===== src/rtl/bip8_mon_pkg.sv =====
// Package: shared mode encodings for the path parity monitor.
// Assumes: mode inputs are single bits driven from static configuration.
package bip8_mon_pkg;
    typedef enum logic {
        CNT_BITS   = 1'b0,
        CNT_BLOCKS = 1'b1
    } count_mode_e;

    typedef enum logic {
        OVF_WRAP     = 1'b0,
        OVF_SATURATE = 1'b1
    } ovf_mode_e;
endpackage


===== src/rtl/bip8_accum.sv =====
// Module: folds payload bytes into an even interleaved parity byte per frame
// and keeps the previous frame's parity as the reference.
// Assumes: frame_start_i marks the first cycle of a frame, and that cycle's
// payload byte belongs to the new frame. The reference outputs give the value
// a parity byte in the current cycle must be checked against, including on a
// frame_start cycle.
module bip8_accum #(
    parameter int DATA_W = 8
) (
    input  logic              clk,
    input  logic              rst_n,
    input  logic              frame_start_i,
    input  logic              pay_vld_i,
    input  logic [DATA_W-1:0] pay_data_i,
    output logic [DATA_W-1:0] ref_o,
    output logic              ref_vld_o
);
    logic [DATA_W-1:0] acc_q;
    logic [DATA_W-1:0] ref_q;
    logic              ref_vld_q;
    logic              seen_q;
    logic [DATA_W-1:0] byte_in;

    // Masks a byte that is not valid so the fold only sees real payload.
    always_comb begin
        byte_in = pay_vld_i ? pay_data_i : '0;
    end

    // Runs the parity fold, restarting on frame start.
    always_ff @(posedge clk) begin
        if (!rst_n) begin
            acc_q <= '0;
        end else if (frame_start_i) begin
            acc_q <= byte_in;
        end else begin
            acc_q <= acc_q ^ byte_in;
        end
    end

    // Moves the finished frame's parity into the reference on frame start.
    always_ff @(posedge clk) begin
        if (!rst_n) begin
            ref_q     <= '0;
            ref_vld_q <= 1'b0;
            seen_q    <= 1'b0;
        end else if (frame_start_i) begin
            ref_q     <= acc_q;
            ref_vld_q <= seen_q;
            seen_q    <= 1'b1;
        end
    end

    // Gives the reference that applies to this cycle's parity byte.
    always_comb begin
        ref_o     = frame_start_i ? acc_q  : ref_q;
        ref_vld_o = frame_start_i ? seen_q : ref_vld_q;
    end
endmodule


===== src/rtl/bip8_compare.sv =====
// Module: checks a received parity byte against the reference and registers
// the increment: the number of differing lanes, or 1 for any difference.
// Assumes: block_mode_i is stable while a parity byte is being checked.
module bip8_compare #(
    parameter int DATA_W  = 8,
    parameter int DELTA_W = $clog2(DATA_W + 1)
) (
    input  logic               clk,
    input  logic               rst_n,
    input  logic               par_vld_i,
    input  logic [DATA_W-1:0]  par_data_i,
    input  logic [DATA_W-1:0]  ref_i,
    input  logic               ref_vld_i,
    input  logic               block_mode_i,
    output logic               inc_vld_o,
    output logic [DELTA_W-1:0] inc_o
);
    import bip8_mon_pkg::*;

    logic [DATA_W-1:0]  diff;
    logic [DELTA_W-1:0] lanes_bad;
    logic [DELTA_W-1:0] inc_d;
    count_mode_e        mode;

    // Counts the lanes whose received parity disagrees with the reference.
    always_comb begin
        diff      = par_data_i ^ ref_i;
        lanes_bad = '0;
        for (int i = 0; i < DATA_W; i++) begin
            lanes_bad = lanes_bad + DELTA_W'(diff[i]);
        end
    end

    // Picks the increment for the selected counting mode.
    always_comb begin
        mode = count_mode_e'(block_mode_i);
        if (mode == CNT_BLOCKS) begin
            inc_d = (|diff) ? DELTA_W'(1) : '0;
        end else begin
            inc_d = lanes_bad;
        end
    end

    // Registers the increment of a checked byte for the counter stage.
    always_ff @(posedge clk) begin
        if (!rst_n) begin
            inc_vld_o <= 1'b0;
            inc_o     <= '0;
        end else begin
            inc_vld_o <= par_vld_i && ref_vld_i;
            if (par_vld_i) begin
                inc_o <= inc_d;
            end
        end
    end

    AST_BIT_RANGE: assert property (@(posedge clk) disable iff (!rst_n)
        inc_vld_o |-> (inc_o <= DELTA_W'(DATA_W)));
    AST_BLOCK_ONE: assert property (@(posedge clk) disable iff (!rst_n)
        (par_vld_i && block_mode_i) |=> (inc_o <= DELTA_W'(1)));
endmodule


===== src/rtl/bip8_counter.sv =====
// Module: running error count with wrap or saturate arithmetic, plus the
// holding register loaded and cleared by the interval strobe.
// Assumes: an increment arriving with the strobe starts the new interval.
module bip8_counter #(
    parameter int CNT_W   = 16,
    parameter int DELTA_W = 4
) (
    input  logic               clk,
    input  logic               rst_n,
    input  logic               inc_vld_i,
    input  logic [DELTA_W-1:0] inc_i,
    input  logic               pm_tick_i,
    input  logic               saturate_i,
    output logic [CNT_W-1:0]   hold_o
);
    import bip8_mon_pkg::*;

    localparam int SUM_W = CNT_W + 1;

    logic [CNT_W-1:0] run_q;
    logic [CNT_W-1:0] run_d;
    logic [CNT_W-1:0] base;
    logic [SUM_W-1:0] sum;
    ovf_mode_e        ovf;

    // Builds the next running count: clear on strobe, add, then limit.
    always_comb begin
        ovf  = ovf_mode_e'(saturate_i);
        base = pm_tick_i ? '0 : run_q;
        sum  = {1'b0, base} + (inc_vld_i ? SUM_W'(inc_i) : '0);
        if (ovf == OVF_SATURATE && sum[CNT_W]) begin
            run_d = '1;
        end else begin
            run_d = sum[CNT_W-1:0];
        end
    end

    // Updates the running count every cycle.
    always_ff @(posedge clk) begin
        if (!rst_n) begin
            run_q <= '0;
        end else begin
            run_q <= run_d;
        end
    end

    // Copies the finished interval count into the holding register.
    always_ff @(posedge clk) begin
        if (!rst_n) begin
            hold_o <= '0;
        end else if (pm_tick_i) begin
            hold_o <= run_q;
        end
    end

    AST_PM_CLEAR: assert property (@(posedge clk) disable iff (!rst_n)
        (pm_tick_i && !inc_vld_i) |=> (run_q == '0));
    AST_HOLD_STABLE: assert property (@(posedge clk) disable iff (!rst_n)
        !pm_tick_i |=> $stable(hold_o));
    AST_SAT_MONO: assert property (@(posedge clk) disable iff (!rst_n)
        (saturate_i && !pm_tick_i) |=> (run_q >= $past(run_q)));
endmodule


===== src/rtl/bip8_path_monitor.sv =====
// Module: top of the path parity error monitor. Chains the parity fold, the
// one-frame-late check and the interval counter.
// Assumes: bytes are already descrambled and limited to the payload envelope.
module bip8_path_monitor #(
    parameter int DATA_W = 8,
    parameter int CNT_W  = 16
) (
    input  logic              clk,
    input  logic              rst_n,
    input  logic              frame_start_i,
    input  logic              pay_vld_i,
    input  logic [DATA_W-1:0] pay_data_i,
    input  logic              par_vld_i,
    input  logic [DATA_W-1:0] par_data_i,
    input  logic              pm_tick_i,
    input  logic              block_mode_i,
    input  logic              saturate_i,
    output logic [CNT_W-1:0]  err_hold_o
);
    localparam int DELTA_W = $clog2(DATA_W + 1);

    logic [DATA_W-1:0]  ref_byte;
    logic               ref_vld;
    logic               inc_vld;
    logic [DELTA_W-1:0] inc;

    bip8_accum #(.DATA_W(DATA_W)) u_accum (
        .clk           (clk),
        .rst_n         (rst_n),
        .frame_start_i (frame_start_i),
        .pay_vld_i     (pay_vld_i),
        .pay_data_i    (pay_data_i),
        .ref_o         (ref_byte),
        .ref_vld_o     (ref_vld)
    );

    bip8_compare #(.DATA_W(DATA_W), .DELTA_W(DELTA_W)) u_compare (
        .clk          (clk),
        .rst_n        (rst_n),
        .par_vld_i    (par_vld_i),
        .par_data_i   (par_data_i),
        .ref_i        (ref_byte),
        .ref_vld_i    (ref_vld),
        .block_mode_i (block_mode_i),
        .inc_vld_o    (inc_vld),
        .inc_o        (inc)
    );

    bip8_counter #(.CNT_W(CNT_W), .DELTA_W(DELTA_W)) u_counter (
        .clk        (clk),
        .rst_n      (rst_n),
        .inc_vld_i  (inc_vld),
        .inc_i      (inc),
        .pm_tick_i  (pm_tick_i),
        .saturate_i (saturate_i),
        .hold_o     (err_hold_o)
    );
endmodule


===== config.mk =====
export PLATFORM = sky130hd
export DESIGN_NAME = bip8_path_monitor
export DESIGN_NICKNAME = d
export VERILOG_FILES = /design/src/rtl/bip8_mon_pkg.sv /design/src/rtl/bip8_accum.sv /design/src/rtl/bip8_compare.sv /design/src/rtl/bip8_counter.sv /design/src/rtl/bip8_path_monitor.sv
export SDC_FILE = /design/constraint.sdc
export NUM_CORES = 1
export LEC_CHECK = 0
export BUFFER_PORTS_ARGS = -buffer_cell sky130_fd_sc_hd__clkbuf_2
export CORE_AREA = 10 10 79 81
export DETAILED_ROUTE_END_ITERATION = 12
export DIE_AREA = 0 0 89 91
export PLACE_DENSITY = 0.79
export RECOVER_POWER = 50
export SLEW_MARGIN = 30
export SYNTH_ARGS = -nofsm -noshare
export SYNTH_HDL_FRONTEND = slang
export SYNTH_SLANG_ARGS = --single-unit

===== constraint.sdc =====
create_clock -name clk -period 8.3 [get_ports clk]
set_input_delay 1.245 -clock clk [delete_from_list [all_inputs] [get_ports clk]]
set_output_delay 1.245 -clock clk [all_outputs]
set_load 0.02 [all_outputs]

==> impl_metrics.py, run 1 <==
metrics = {
    "floorplan": {
        "chipWidth_um": 89,
        "floorplan.initialDensity": 0.593,
        "core_area_um2": 4660,
        "die_h_um": 91,
        "total_i_o_pin_count": 40,
        "design.die.area_um2": 8100,
        "floorplan.rows": 25,
    },
    "layout": {
        "fraction_of_layout_cells_with_a_size_suffix_above_1": 0.120,
        "fillerInstances": 404,
        "post-route-util": 0.652,
        "syn_to_final_growth_pct": 9.87,
        "finalNetCount": 360,
        "multi_input_comb_area_um2": 1560,
        "postLayoutCellArea_um2": 3040,
        "antenna_cells": 0,
        "seq_area_um2": 1100,
    },
    "power_and_ir_drop": {
        "switchingPower_uw": 131,
        "power_switching_share": 0.265,
        "ir_drop_worst_case_vdd_mv": 0.125,
        "leakage_power_uw": 0.00130,
        "intPower_uw": 363,
        "power.combinational.fraction": 0.148,
        "power.density_cell_area_nw_per_um2": 163,
        "power.clock.fraction": 0.298,
        "power_frac_seq": 0.555,
    },
    "grt": {
        "antenna_found_initial": 0,
        "first_global_vias": 2114,
        "largest_net_degree_at_the_start_of_global_routing": 35,
        "globalRoute.totalOverflow": 0,
        "global_route.usage.total": 0.145,
        "wire_length_of_the_first_global_routing_pass_um": 9820,
    },
    "worst_setup_path": {
        "critical_path_data_required_time_ns": 8.46,
        "regToRegStartpoint": "u_accum.acc_q[1]$_SDFF_PN0_",
        "crit_path_start_kind": "primary input",
        "cp.arrival_ns": 4.66,
        "r2r_setup_slack_ns": 4.87,
        "maximum_fanout_along_the_worst_path": 18,
        "crit_path_end_kind": "register",
        "setup.worst_path.class": "in2reg",
        "crit_startpoint": "frame_start_i",
    },
    "worst_hold_path": {
        "min_path_type": "reg2reg",
        "min-delay-start": "u_accum.seen_q$_SDFFE_PN0P_",
    },
    "timing": {
        "timing_worst_slew_pin_value_ns": 1.11,
        "clock-skew-final_ns": 0.00807,
        "setup_ws_ns": 3.81,
        "rsz_0062_raised_after_global_routing": "no",
        "drv_slew": 0,
        "final.setup.tns_ns": 0,
        "period_minus_slack_ns": 4.49,
        "setup_viol_count_final": 0,
        "post-route-period-util": 0.541,
        "slew_headroom": 0.259,
        "hold_violation_count_in_the_final_report": 0,
        "achievable-frequency_ghz": 0.223,
    },
    "job": {
        "max-cap-violations": 0,
    },
    "drt": {
        "vias_per_cell": 5.57,
        "avgRoutedWirePerCell_um": 14.9,
        "ant_nets": 0,
        "dr.first_iter.drc_count": 111,
        "drt_pass1_iterations": 4,
        "remaining_drc_errors": 0,
        "dr_total_vias": 2105,
        "totalWireLength_um": 5630,
    },
    "cts": {
        "cts_buffers": 5,
        "postCtsSetupBuffers": 0,
        "clock_tree_from_tritoncts": "done",
        "clockBufferDepth": 2,
        "cts.clk_slew.worst_paths_ns": 0.10,
        "postCtsResizedCells": 0,
        "holdBufCountCts": 0,
        "cts-htree-levels": 2,
        "clock_tree.root_cell": "clkbuf_8",
        "worstSkewPairLatency_ns": 0.31,
        "clock_sinks": 55,
    },
    "synthesis": {
        "synth-seq-area-share": 0.398,
        "yosys_most_used_dff": "dfxtp_1",
        "syn-mean-instance-area_um2": 9.56,
        "synthDominantAreaCellType": "dfxtp_1",
        "synthTopCellsByArea": "dfxtp_1 (40%), mux2i_1 (9.4%), nor2_1 (5.3%)",
        "synth_top_cell_area_share": 0.398,
        "number_of_enable_type_register_cells_in_the_synthesized_netlist": 0,
        "postSynthCellCount": 289,
        "mappedNetlistNets": 326,
        "ys_types": 49,
        "post_synthesis_instance_area_um2": 2760,
        "synth_seq_cells": 55,
        "synth-async-reset-ratio": 0,
        "synth-warning-count": 0,
    },
    "placed_design": {
        "placement.setup.worst_slack_ns": 3.49,
        "finalWeightedCongestion": 0.788,
        "post_place_instance_area_um2": 2980,
        "buffer_ports.inserted": 39,
        "dp_hpwl_um": 4110,
    },
    "status": {
        "outcome": "finished, final reports clean",
    },
}
## flip-flops by register name, summed over array words and instances, names as in the netlist
name / cells
u_accum.ref_vld_q: 1
u_compare.inc_vld_o: 1
u_accum.ref_q: 8
u_compare.inc_o: 4
u_counter.run_q: 16
u_accum.acc_q: 8
u_counter.hold_o: 16
u_accum.seen_q: 1
## cells in the mapped netlist, types with 3 or more instances
| cell | number |
|---|---|
| xor2_1 | 5 |
| fa_1 | 5 |
| o31a_1 | 4 |
| nor2b_1 | 11 |
| nor3_1 | 3 |
| and2_1 | 9 |
| nor2_1 | 39 |
| nand4_1 | 3 |
| nand2_1 | 16 |
| nand3_1 | 4 |
| inv_1 | 9 |
| o21a_1 | 5 |
| and3_1 | 6 |
| clkbuf_1 | 7 |
| ha_1 | 8 |
| mux2i_1 | 26 |
| dfxtp_1 | 55 |
| xnor2_1 | 15 |
| buf_2 | 4 |
| a31oi_1 | 4 |
| nand2b_1 | 9 |
| a21oi_1 | 7 |
## cell families (layout without fill, tap and decap cells)
kind of cell	after synthesis	in the layout	synth area share
simple gates	112	112	0.214
fa+ha+maj	13	13	0.0724
xor+xnor	20	20	0.0634
buf+inv	23	58	0.0358
flops	55	55	0.398
mux	26	26	0.0942
compound gates	40	40	0.122
## per-stage QoR
stage	power [uW]	std cells	hold slack, ns
2_1_floorplan	336	289	0.440
3_3_place_gp	350	370	0.452
3_5_place_dp	353	370	0.471
4_1_cts	499	378	0.499
5_1_grt	522	378	0.528
6_report	494	378	0.497
## power groups by stage
| stage | combinational [uW] | clock, uW | sequential [uW] |
|---|---|---|---|
| final | 73.0 | 147 | 274 |
| after global routing | 85.8 | 161 | 275 |
| after global placement | 70.4 | 0 | 280 |
| after floorplan | 56.6 | 0 | 279 |
| after CTS | 73.7 | 151 | 274 |
| after detailed placement | 73.1 | 0 | 280 |
## layer usage
layer / share of wire / routed length, um / GRT usage
met4: 0.010 / 57 / 0.0411
met3: 0.054 / 306 / 0.0420
met5: 0 / 0 / 0
met2: 0.46 / 2580 / 0.225
met1: 0.48 / 2690 / 0.191
## layout make-up
type	instances	area share
multi-input cells	211	0.515
inverters	9	0.0111
clock buffers	6	0.0239
flip-flops and latches	55	0.363
well taps	54	0.0222
clock inverters	2	0.00412
repair buffers	41	0.0610
## critical path, cell delays in order
cell and delay [ns]:
clkbuf_2 0.34, mux2i_1 0.31, xnor2_1 0.17, inv_1 0.07, ha_1 0.30, fa_1 0.51, fa_1 0.55, inv_1 0.05
fa_1 0.41, inv_1 0.10, fa_1 0.41, a22oi_1 0.14, nor2_1 0.05
## cells in the final DEF, fill, tap and decap left out, types with 3 or more instances in the layout
cell	count
and2_1	9
a31oi_1	4
nor2b_1	11
mux2i_1	26
ha_1	8
o21a_1	5
o31a_1	4
nand2_1	16
clkbuf_8	5
a21oi_1	7
xnor2_1	15
nor2_1	39
clkbuf_2	22
inv_1	9
nor3_1	3
nand2b_1	9
and3_1	6
xor2_1	5
dfxtp_1	55
nand3_1	4
clkbuf_1	19
nand4_1	3
fa_1	5
## worst paths after layout
check                                                        to  depth (start not counted)
worst min-delay path                u_accum.seen_q$_SDFFE_PN0P_                          2
worst max register to register  u_compare.inc_o[1]$_SDFFE_PN0P_                         12
worst max-delay path            u_compare.inc_o[1]$_SDFFE_PN0P_                         13
worst min register to register      u_accum.seen_q$_SDFFE_PN0P_                          2
(Power assumes the default switching activity.)
==> run 2: changes to the inputs <==
Settings changed: CORE_AREA 10 10 79 81 to 10 10 85 87, DIE_AREA 0 0 89 91 to 0 0 95 97, PLACE_DENSITY 0.79 to 0.71.
Clock period 8.3 ns to 3.8 ns, I/O delays scaled along.
==> impl_metrics.py, run 2 (same netlist as run 1, synthesis figures left out) <==
metrics = {
    "placed_design": {
        "place.detailed.instances": 390,
        "finalWeightedCongestion": 0.768,
        "dp_hpwl_um": 4150,
        "buffer_ports.inserted": 39,
    },
    "worst_setup_path": {
        "crit_path_start_kind": "primary input",
        "critPathSlowestCell": "fa_1",
        "maximum_fanout_along_the_worst_path": 4,
        "crit_path_end_kind": "register",
        "path_cells": "clkbuf_2 -> mux2i_2 -> xnor2_1 -> inv_1 -> ha_1 -> fa_1 -> fa_1 -> inv_1 -> fa_1 -> inv_1 -> fa_1 -> a22oi_1 -> nor2_1",
        "maximum_single_stage_delay_on_the_critical_path_ns": 0.54,
        "critical_path_data_required_time_ns": 3.97,
        "setup.worst_path.class": "in2reg",
        "critPathMostFrequentCell": "fa_1",
        "cp.arrival_ns": 3.82,
    },
    "status": {
        "outcome": "finished, final reports clean",
    },
    "layout": {
        "fillerInstances": 515,
        "largestRegisters": "u_counter.hold_o: 16 flops, u_counter.run_q: 16 flops",
        "syn_to_final_growth_pct": 11.9,
        "commonest_cells_after_routing_fill_and_taps_aside": "dfxtp_1 (55), nor2_1 (39), mux2i_1 (25), clkbuf_2 (22), clkbuf_1 (19)",
        "finish.cell_count_without_fillers": 398,
        "post-route-util": 0.565,
        "finalNetCount": 362,
        "fraction_of_layout_cells_with_a_size_suffix_above_1": 0.129,
        "mostFrequentLayoutCell": "dfxtp_1",
        "antenna_cells": 0,
    },
    "cts": {
        "clockBufferDepth": 2,
        "cts_buffers": 5,
        "cts.clk_slew.worst_paths_ns": 0.10,
        "postCtsSetupBuffers": 0,
        "clock_tree.root_cell": "clkbuf_8",
        "clock_sinks": 55,
        "clock_tree_from_tritoncts": "done",
        "worstSkewPairLatency_ns": 0.31,
        "cts-htree-levels": 2,
    },
    "timing": {
        "final.setup.tns_ns": 0,
        "setup_viol_count_final": 0,
        "slew_headroom": 0.394,
        "post-route-period-util": 0.961,
        "clock-skew-final_ns": 0.00656,
        "holdWs_ns": 0.487,
        "timing_worst_slew_pin_value_ns": 0.908,
        "drv_slew": 0,
        "rsz_0062_raised_after_global_routing": "no",
        "period_minus_slack_ns": 3.65,
        "hold_violation_count_in_the_final_report": 0,
        "achievable-frequency_ghz": 0.274,
    },
    "power_and_ir_drop": {
        "power.density_cell_area_nw_per_um2": 360,
        "leakage_power_uw": 0.00132,
        "ir_drop_worst_case_vdd_mv": 0.204,
    },
    "drt": {
        "dr.first_iter.drc_count": 88,
        "drt_pass1_iterations": 4,
        "totalWireLength_um": 5600,
        "dr_total_vias": 2072,
        "avgRoutedWirePerCell_um": 14.1,
        "ant_nets": 0,
        "vias_per_cell": 5.21,
        "remaining_drc_errors": 0,
    },
    "grt": {
        "globalRoute.totalOverflow": 0,
        "global_route.usage.total": 0.125,
        "first_global_vias": 2036,
        "wire_length_of_the_first_global_routing_pass_um": 9540,
        "antenna_found_initial": 0,
        "largest_net_degree_at_the_start_of_global_routing": 28,
    },
    "floorplan": {
        "core_area_um2": 5470,
        "floorplan.initialDensity": 0.505,
        "total_i_o_pin_count": 40,
        "chipWidth_um": 95,
        "die_h_um": 97,
        "floorplan.rows": 27,
        "design.die.area_um2": 9220,
    },
    "worst_hold_path": {
        "min_path_type": "reg2reg",
    },
    "job": {
        "max-cap-violations": 0,
    },
}
-- run 2: changes by cell type in the layout (fill, tap and decap cells not counted) --
cell | before | now
mux2i_2 | 0 | 1
clkinvlp_4 | 1 | 0
clkbuf_8 | 5 | 7
clkinv_2 | 1 | 0
mux2i_1 | 26 | 25
buf_4 | 1 | 3
-- run 2: report_power, final --
group	total (uW)	switching [uW]	leakage [uW]	internal (uW)
clock network	352	185	0.0000515	167
logic	164	89.9	0.000825	74.4
registers	599	7.69	0.000446	591
-- run 2: what timing repair did --
action | CTS | global route
hold buffers | 0 | 0
endpoints found under the setup margin | 0 | 1
resized for setup | 0 | 1
-- run 2: path summary, 6_finish.rpt --
kind | startpoint | end | slack, ns | cells past startpoint
min reg2reg | u_accum.seen_q$_SDFFE_PN0P_ | u_accum.seen_q$_SDFFE_PN0P_ | 0.49 | 2
max | frame_start_i | u_compare.inc_o[1]$_SDFFE_PN0P_ | 0.15 | 13
max reg2reg | u_accum.acc_q[1]$_SDFF_PN0_ | u_compare.inc_o[1]$_SDFFE_PN0P_ | 0.28 | 12
min | u_accum.seen_q$_SDFFE_PN0P_ | u_accum.seen_q$_SDFFE_PN0P_ | 0.49 | 2
-- run 2: final cells by class --
class	count	area [um2]	share of cell area
multi-input cells	211	1570	0.507
flip-flops and latches	55	1100	0.356
repair buffers	43	200	0.0647
clock buffers	8	100	0.0324
well taps	72	90.1	0.0291
inverters	9	33.8	0.0109
-- run 2: critical path: cells and delay by family --
| kind | cells | cell delay [ns] |
|---|---|---|
| buf+inv | 4 | 0.36 |
| compound gates | 1 | 0.17 |
| fa+ha+maj | 5 | 2.18 |
| simple gates | 1 | 0.06 |
| xor+xnor | 1 | 0.18 |
| mux | 1 | 0.29 |
-- run 2: per-layer routing --
| layer | part of all wire | up-vias | wire [um] | global-route usage |
|---|---|---|---|---|
| met1 | 0.47 | 959 | 2640 | 0.158 |
| met5 | 0 | - | 0 | 0 |
| li1 | - | 1070 | - | - |
| met2 | 0.46 | 37 | 2590 | 0.195 |
| met4 | 0.010 | 0 | 58 | 0.0400 |
| met3 | 0.057 | 6 | 317 | 0.0416 |
-- run 2: per-stage QoR --
stage / power (uW) / cell area, um2 / setup slack, ns
after CTS: 1130 / 3110 / 0.137
after floorplan: 734 / 2770 / 0.0294
after detailed placement: 777 / 3010 / -0.142
after global routing: 1180 / 3090 / 0.0186
after global placement: 769 / 3010 / -0.0257
final: 1110 / 3090 / 0.149
==> run 3: changes to the inputs <==
Settings changed: CORE_AREA 10 10 85 87 to 10 10 95 97, DIE_AREA 0 0 95 97 to 0 0 105 107, PLACE_DENSITY 0.71 to 0.57.
==> impl_metrics.py, run 3 (same netlist as run 1, synthesis figures left out) <==
metrics = {
    "floorplan": {
        "die_h_um": 107,
        "floorplan.rows": 31,
        "floorplan.initialDensity": 0.387,
        "core_area_um2": 7140,
        "chipWidth_um": 105,
        "design.die.area_um2": 11200,
        "total_i_o_pin_count": 40,
    },
    "worst_hold_path": {
        "cell_count_of_the_worst_hold_path": 2,
        "min_path_type": "reg2reg",
    },
    "drt": {
        "avgRoutedWirePerCell_um": 13.3,
        "remaining_drc_errors": 0,
        "dr_total_vias": 2052,
        "dr.first_iter.drc_count": 52,
        "ant_nets": 0,
        "vias_per_cell": 4.83,
        "totalWireLength_um": 5640,
        "drt_pass1_iterations": 4,
    },
    "worst_setup_path": {
        "critPathMostFrequentCell": "fa_1",
        "crit_cells": 12,
        "critical_path_data_required_time_ns": 4.00,
        "worst-r2r-cell-count": 11,
        "maximum_single_stage_delay_on_the_critical_path_ns": 0.54,
        "crit_path_start_kind": "primary input",
        "path_cells": "clkbuf_2 -> mux2i_1 -> xor2_1 -> ha_1 -> fa_1 -> fa_1 -> inv_1 -> fa_1 -> inv_1 -> fa_1 -> a22oi_1 -> nor2_1",
        "critPathBufInv": 3,
        "maximum_fanout_along_the_worst_path": 4,
        "crit_path_end_kind": "register",
        "critPathSlowestCell": "fa_1",
        "cp.arrival_ns": 3.74,
        "setup.worst_path.class": "in2reg",
        "crit_family": "adder cells",
    },
    "cts": {
        "holdBufCountCts": 0,
        "clockBufferDepth": 2,
        "clock_sinks": 55,
        "worstSkewPairLatency_ns": 0.31,
        "cts-htree-levels": 2,
        "postCtsResizedCells": 0,
        "cts_buffers": 5,
        "clock_tree.root_cell": "clkbuf_8",
        "clock_tree_from_tritoncts": "done",
        "postCtsSetupBuffers": 0,
        "cts.clk_slew.worst_paths_ns": 0.08,
    },
    "grt": {
        "wire_length_of_the_first_global_routing_pass_um": 9680,
        "first_global_vias": 2113,
        "largest_net_degree_at_the_start_of_global_routing": 27,
        "global_route.usage.total": 0.102,
        "globalRoute.totalOverflow": 0,
        "antenna_found_initial": 0,
    },
    "timing": {
        "period_minus_slack_ns": 3.55,
        "rsz_0062_raised_after_global_routing": "no",
        "clock-skew-final_ns": 0.0160,
        "achievable-frequency_ghz": 0.282,
        "timing_worst_slew_pin_value_ns": 0.829,
        "post-route-period-util": 0.933,
        "setup_viol_count_final": 0,
        "slew_headroom": 0.447,
        "hold_violation_count_in_the_final_report": 0,
        "holdWs_ns": 0.477,
        "drv_slew": 0,
        "final.setup.tns_ns": 0,
    },
    "layout": {
        "finalNetCount": 364,
        "largestRegisters": "u_counter.hold_o: 16 flops, u_counter.run_q: 16 flops",
        "syn_to_final_growth_pct": 12.7,
        "mostFrequentLayoutCell": "dfxtp_1",
        "fraction_of_layout_cells_with_a_size_suffix_above_1": 0.129,
        "antenna_cells": 0,
        "commonest_cells_after_routing_fill_and_taps_aside": "dfxtp_1 (55), nor2_1 (39), mux2i_1 (26), clkbuf_2 (22), clkbuf_1 (18)",
        "postLayoutCellArea_um2": 3110,
    },
    "power_and_ir_drop": {
        "leakage_power_uw": 0.00132,
        "ir_drop_worst_case_vdd_mv": 0.181,
        "power.density_cell_area_nw_per_um2": 344,
    },
    "placed_design": {
        "buffer_ports.inserted": 39,
        "finalWeightedCongestion": 0.781,
        "dp_hpwl_um": 4300,
        "post_place_instance_area_um2": 3060,
    },
    "job": {
        "max-cap-violations": 0,
    },
    "status": {
        "outcome": "finished, final reports clean",
    },
}
[run 3: cell types whose count changed in the layout (fill, tap and decap cells not counted)]
cell | before | now
mux2i_1 | 25 | 26
buf_4 | 3 | 6
clkbuf_1 | 19 | 18
mux2i_2 | 1 | 0
clkbuf_8 | 7 | 5
[run 3: metal layers]
layer,track usage,up-vias,part of all wire
met5,0,-,0
met4,0.0353,0,0.011
met3,0.0365,6,0.057
met2,0.166,32,0.45
met1,0.123,944,0.49
li1,-,1070,-
[run 3: cell type report]
cell class                      instances  area [um2]
Timing Repair Buffer                   45         219
Clock buffer                            6        72.6
Fill cell                             742        4020
Sequential cell                        55        1100
Inverter                                9        33.8
Multi-Input combinational cell        211        1560
Tap cell                               99         124
[run 3: worst min-delay path, cell delays in order (launching register included)]
cell and delay (ns):
dfxtp_1 0.34, nor2_1 0.05, nor2_1 0.06
[run 3: through the flow]
step / total power [uW] / instances / setup WS, ns / utilization
5_1_grt: 1130 / 425 / 0.0399 / 0.436
6_report: 1070 / 425 / 0.253 / 0.436
3_5_place_dp: 786 / 419 / -0.101 / 0.429
2_1_floorplan: 734 / 289 / 0.0294 / -
4_1_cts: 1090 / 425 / 0.231 / 0.439
3_3_place_gp: 779 / 419 / -0.0132 / 0.429
[run 3: path summary, 6_finish.rpt]
path                                      to  slack (ns)                        start
max          u_compare.inc_o[1]$_SDFFE_PN0P_        0.25                frame_start_i
min              u_accum.seen_q$_SDFFE_PN0P_        0.48  u_accum.seen_q$_SDFFE_PN0P_
max reg2reg  u_compare.inc_o[1]$_SDFFE_PN0P_        0.41  u_accum.acc_q[0]$_SDFF_PN0_
min reg2reg      u_accum.seen_q$_SDFFE_PN0P_        0.48  u_accum.seen_q$_SDFFE_PN0P_
[run 3: where the power goes]
part / total, uW / internal, uW / switching, uW
combinational: 170 / 80.2 / 90.1
sequential: 598 / 591 / 6.75
clock: 304 / 124 / 181
